### config.mk
export PLATFORM = sky130hd
export DESIGN_NAME = pls_adr_sequencer
export DESIGN_NICKNAME = d
export VERILOG_FILES = /design/src/rtl/pls_pkg.sv /design/src/rtl/pls_glitch_filter.sv /design/src/rtl/pls_wait_timer.sv /design/src/rtl/pls_fsm.sv /design/src/rtl/pls_adr_sequencer.sv
export SDC_FILE = /design/constraint.sdc
export NUM_CORES = 1
export LEC_CHECK = 0
export ABC_AREA = 0
export BUFFER_PORTS_ARGS = -buffer_cell sky130_fd_sc_hd__buf_4
export CAP_MARGIN = 15
export CORE_ASPECT_RATIO = 0.6
export CORE_MARGIN = 10
export CORE_UTILIZATION = 24
export CTS_CLUSTER_SIZE = 20
export DETAILED_ROUTE_END_ITERATION = 7
export GPL_ROUTABILITY_DRIVEN = 0
export PLACE_DENSITY = 0.37
export SLEW_MARGIN = 40
export SYNTH_ARGS = -nofsm -noshare
export SYNTH_HDL_FRONTEND = slang
export SYNTH_SLANG_ARGS = --single-unit
### constraint.sdc
create_clock -name clk -period 4.45 [get_ports clk]
set_input_delay 0.2225 -clock clk [delete_from_list [all_inputs] [get_ports clk]]
set_output_delay 0.2225 -clock clk [all_outputs]
set_load 0.005 [all_outputs]
### src/rtl/pls_pkg.sv
package pls_pkg;
   typedef enum logic [2:0] {
      ST_IDLE  = 3'd0,
      ST_ARM   = 3'd1,
      ST_FLUSH = 3'd2,
      ST_SREF  = 3'd3,
      ST_SAVE  = 3'd4,
      ST_OFF   = 3'd5
   } pls_state_e;

   localparam int TMO_BITS = 2;
   localparam int TMO_FLUSH = 0;
   localparam int TMO_SREF  = 1;
endpackage

### src/rtl/pls_glitch_filter.sv
module pls_glitch_filter #(
   parameter int SYNC_STAGES = 2,
   parameter int HOLD_CYCLES = 4
) (
   input  logic clk,
   input  logic rst_n,
   input  logic raw_i,
   output logic fire_o
);
   initial begin
      if (SYNC_STAGES < 2) $error("SYNC_STAGES must be at least 2");
      if (HOLD_CYCLES < 1) $error("HOLD_CYCLES must be at least 1");
   end

   logic [SYNC_STAGES-1:0] shreg;
   logic                   synced;

   always_ff @(posedge clk or negedge rst_n) begin
      if (!rst_n) shreg <= '0;
      else        shreg <= {shreg[SYNC_STAGES-2:0], raw_i};
   end

   assign synced = shreg[SYNC_STAGES-1];

   generate
      if (HOLD_CYCLES == 1) begin : g_direct
         assign fire_o = synced;
      end else begin : g_count
         localparam int CW = $clog2(HOLD_CYCLES);
         localparam logic [CW-1:0] LAST = CW'(HOLD_CYCLES - 1);
         logic [CW-1:0] run_q;

         always_ff @(posedge clk or negedge rst_n) begin
            if (!rst_n)            run_q <= '0;
            else if (!synced)      run_q <= '0;
            else if (run_q != LAST) run_q <= run_q + 1'b1;
         end

         assign fire_o = synced && (run_q == LAST);
      end
   endgenerate
endmodule

### src/rtl/pls_wait_timer.sv
module pls_wait_timer #(
   parameter int TMR_W = 8
) (
   input  logic             clk,
   input  logic             rst_n,
   input  logic             clr_i,
   input  logic [TMR_W-1:0] limit_i,
   output logic             expired_o
);
   initial begin
      if (TMR_W < 1) $error("TMR_W must be at least 1");
   end

   localparam logic [TMR_W-1:0] TOP = '1;
   logic [TMR_W-1:0] cnt_q;

   always_ff @(posedge clk or negedge rst_n) begin
      if (!rst_n)           cnt_q <= '0;
      else if (clr_i)       cnt_q <= '0;
      else if (cnt_q != TOP) cnt_q <= cnt_q + 1'b1;
   end

   assign expired_o = (cnt_q >= limit_i);
endmodule

### src/rtl/pls_fsm.sv
module pls_fsm
   import pls_pkg::*;
(
   input  logic                clk,
   input  logic                rst_n,
   input  logic                fire_i,
   input  logic                flush_done_i,
   input  logic                sref_ack_i,
   input  logic                expired_i,
   output logic                clr_o,
   output logic                adr_o,
   output logic                flush_req_o,
   output logic                sref_req_o,
   output logic                adr_done_o,
   output logic                save_go_o,
   output logic                rail_off_o,
   output logic [TMO_BITS-1:0] tmo_stat_o
);
   pls_state_e st_q, st_d;
   logic [TMO_BITS-1:0] tmo_q, tmo_d;

   always_comb begin
      st_d  = st_q;
      tmo_d = tmo_q;
      unique case (st_q)
         ST_IDLE:  if (fire_i) st_d = ST_ARM;
         ST_ARM:   st_d = ST_FLUSH;
         ST_FLUSH: begin
            if (flush_done_i) st_d = ST_SREF;
            else if (expired_i) begin
               st_d = ST_SREF;
               tmo_d[TMO_FLUSH] = 1'b1;
            end
         end
         ST_SREF: begin
            if (sref_ack_i) st_d = ST_SAVE;
            else if (expired_i) begin
               st_d = ST_SAVE;
               tmo_d[TMO_SREF] = 1'b1;
            end
         end
         ST_SAVE:  st_d = ST_OFF;
         ST_OFF:   st_d = ST_OFF;
         default:  st_d = ST_OFF;
      endcase
   end

   always_ff @(posedge clk or negedge rst_n) begin
      if (!rst_n) begin
         st_q  <= ST_IDLE;
         tmo_q <= '0;
      end else begin
         st_q  <= st_d;
         tmo_q <= tmo_d;
      end
   end

   assign clr_o       = (st_d != st_q);
   assign adr_o       = (st_q != ST_IDLE);
   assign flush_req_o = (st_q == ST_FLUSH);
   assign sref_req_o  = (st_q == ST_SREF) || (st_q == ST_SAVE) || (st_q == ST_OFF);
   assign adr_done_o  = (st_q == ST_SAVE) || (st_q == ST_OFF);
   assign save_go_o   = adr_done_o;
   assign rail_off_o  = (st_q == ST_OFF);
   assign tmo_stat_o  = tmo_q;
endmodule

### src/rtl/pls_adr_sequencer.sv
module pls_adr_sequencer #(
   parameter int SYNC_STAGES = 2,
   parameter int HOLD_CYCLES = 4,
   parameter int TMR_W       = 8
) (
   input  logic             clk,
   input  logic             rst_n,
   input  logic             pwr_fail_i,
   input  logic             flush_done_i,
   input  logic             sref_ack_i,
   input  logic [TMR_W-1:0] wait_limit_i,
   output logic             adr_o,
   output logic             flush_req_o,
   output logic             sref_req_o,
   output logic             adr_done_o,
   output logic             save_go_o,
   output logic             rail_off_o,
   output logic [1:0]       tmo_stat_o
);
   logic fire, expired, clr;

   pls_glitch_filter #(
      .SYNC_STAGES(SYNC_STAGES),
      .HOLD_CYCLES(HOLD_CYCLES)
   ) u_filter (
      .clk    (clk),
      .rst_n  (rst_n),
      .raw_i  (pwr_fail_i),
      .fire_o (fire)
   );

   pls_wait_timer #(
      .TMR_W(TMR_W)
   ) u_timer (
      .clk       (clk),
      .rst_n     (rst_n),
      .clr_i     (clr),
      .limit_i   (wait_limit_i),
      .expired_o (expired)
   );

   pls_fsm u_fsm (
      .clk          (clk),
      .rst_n        (rst_n),
      .fire_i       (fire),
      .flush_done_i (flush_done_i),
      .sref_ack_i   (sref_ack_i),
      .expired_i    (expired),
      .clr_o        (clr),
      .adr_o        (adr_o),
      .flush_req_o  (flush_req_o),
      .sref_req_o   (sref_req_o),
      .adr_done_o   (adr_done_o),
      .save_go_o    (save_go_o),
      .rail_off_o   (rail_off_o),
      .tmo_stat_o   (tmo_stat_o)
   );
endmodule

==> flow_metrics.tcl <==
set metrics [dict create \
    clk_latency_ns 0.26 \
    dr.pass1.iters 4 \
    utilization_pct 30.39 \
    r2r_start "u_timer.cnt_q[7]" \
    cts_made_buffers 3 \
    skew_ns 0.007190 \
    finalSetupTns_ns 0 \
    status "finished, final reports clean" \
    critPathLaunchType "register" \
    cts_tree "built" \
    core_sq_um 4541 \
    initial_core_util_pct 24.69 \
    clk_pin_slew_ns 0.08 \
    drive_gt1_share_pct 25.18 \
    track_usage_pct 7.504 \
    yosys.area.top_type "dfrtp_1" \
    final_common_cell "buf_4" \
    nFillCells 486 \
    synth_top_area_share_pct 37.95 \
    slew_violations 0 \
    die_w_um 108.2 \
    layout_min_cycle_time_ns 1.930 \
    fmax_ghz 0.5182 \
    antenna_left 0 \
    synth_edf_count 0 \
    instances_no_fill 202 \
    die_area_sq_um 7895 \
    ff2ff_setup_slack_ns 2.52 \
    hp-start "pwr_fail_i" \
    synth_cells 117 \
    route.vias.total 904 \
    mostFrequentLayoutCells "buf_4 (20), dfrtp_1 (17), inv_1 (12)" \
    diodes 0 \
    ios 21 \
    dp_hpwl_mm 2.182 \
    critPathKind "reg -> reg" \
    overflow 0 \
    wl_per_cell_um 13.64 \
    seq_area_frac_synth_pct 37.95 \
    ctsHoldBuffers 1 \
    synth_fp_nets 140 \
    syn-cell-area_sq_um 1121 \
    synth_flop_cell "dfrtp_1" \
    ys_warn_count 0 \
    antenna_found_initial 0 \
    ys_types 39 \
    final-hold-violation-count 0 \
    tightestPinTransition_ns 0.4065 \
    grt_pass1_wl_mm 4.712 \
    placedCellCount 197 \
    leakagePower_nw 0.6490 \
    wl_mm 2.756 \
    slew-limit-headroom_pct 72.84 \
    hold_slack_ns 0.07221 \
    postCtsSetupRepairBufs 0 \
    route.detailed.drc 0 \
    clockRootBuffer "clkbuf_8" \
    powerDensity_nw_per_um2 484.7 \
    vias_per_cell 4.475 \
    htreeDepth 1 \
    portBuffers 20 \
    ir_drop_v 0.0001270 \
    grt_max_degree 18 \
    cts_buffer_depth 2 \
    power_uw 669.0 \
    endpoint_kind "register" \
    num_rows 19 \
    synth.area.top_cells "dfrtp_1 (38%), ha_1 (11%), inv_1 (4.0%), nand3_1 (3.1%), nor2_1 (3.0%)" \
    nets 163 \
    drtIter0Drc 27 \
    synth-seq-cells 17 \
    syn_area_per_cell_sq_um 9.582 \
    worstPathRequired_ns 4.60 \
    async_flop_share_pct 100.0 \
    rsz0062_at_grt "no" \
    cts_sinks 17 \
    cts-resized-gates 0 \
    die_h_um 72.94 \
    fin_crit_sh_pct 43.36 \
    crit_start "u_timer.cnt_q[7]" \
    crit_fanout 6 \
    drv_cap 0 \
    syn2layout_area_growth_pct 23.10 \
    setup_viol 0 \
    first_global_vias 966 \
    cp.arrival_ns 2.08 \
    worstHoldPathType "in -> reg" \
]
[critical path, stage by stage (launching register included)]
cell,delay (ns)
dfrtp_1,0.46
ha_1,0.36
a21oi_2,0.17
nand2_1,0.17
nor4_2,0.33
nor2_1,0.11
a31o_1,0.22
[power by group]
part | switching, mW | total (mW) | internal, mW
clock network | 0.0593 | 0.121 | 0.0622
logic | 0.138 | 0.287 | 0.149
registers | 0.0667 | 0.260 | 0.194
[cell usage after synthesis (2+ instances only)]
library cell and n:
xnor2_1 3, nand2_1 4, nand3_1 7, xor2_1 2
nand2b_1 2, nor2_1 9, ha_1 10, buf_4 2
o21ai_0 2, and2_1 3, inv_1 12, a21oi_2 3
nor3_1 4, dfrtp_1 17, nor2b_1 2, nand4_1 2
a31oi_1 3, mux2i_1 2, a211oi_1 4, a21oi_1 5
[layout make-up]
cell class	instances	area, sq um	share of cell area [%]
Clock inverter	1	5.005	0.3626
Multi-Input combinational cell	85	624.3	45.24
Timing Repair Buffer	21	160.2	11.60
Clock buffer	3	41.29	2.992
Inverter	12	45.04	3.264
Sequential cell	17	425.4	30.83
Tap cell	63	78.83	5.712
[logic make-up (layout without fill, tap and decap cells)]
kind of cell    after synthesis  in the layout  share of synthesized area (%)
compound gates               27             27                          17.52
buf+inv                      15             37                          6.361
flops                        17             17                          37.95
mux                           2              2                          1.786
simple gates                 41             41                          21.32
xor+xnor                      5              5                          3.907
fa+ha+maj                    10             10                          11.16
[registers in the layout (all words and copies together) (netlist names)]
name	flops
u_fsm.tmo_stat_o	2
u_timer.cnt_q	8
u_filter.g_count.run_q	2
u_filter.shreg	2
u_fsm.st_q	3
[stage by stage]
step | area [sq um] | setup slack, ns
detailed placement | 1324 | 2.510
floorplan | 1121 | 2.746
global route | 1380 | 2.366
global placement | 1324 | 2.500
CTS | 1380 | 2.499
finish | 1380 | 2.520
[final timing paths]
| check | endpoint | depth (start not counted) |
|---|---|---|
| worst max-delay path | u_fsm.tmo_stat_o[0] | 6 |
| worst min-delay path | u_filter.shreg[0] | 1 |
| worst max register to register | u_fsm.tmo_stat_o[0] | 6 |
| worst min register to register | u_filter.shreg[1] | 0 |
| max in group asynchronous | u_timer.cnt_q[0] | 2 |
| min in group asynchronous | u_fsm.st_q[1] | 2 |
[routing by layer]
layer	global-route usage [%]	routed length (um)
met1	10.20	1425
met2	10.80	1154
met3	2.998	176
met4	1.622	0
met5	0	0
Power figures use the tool's default switching activity.
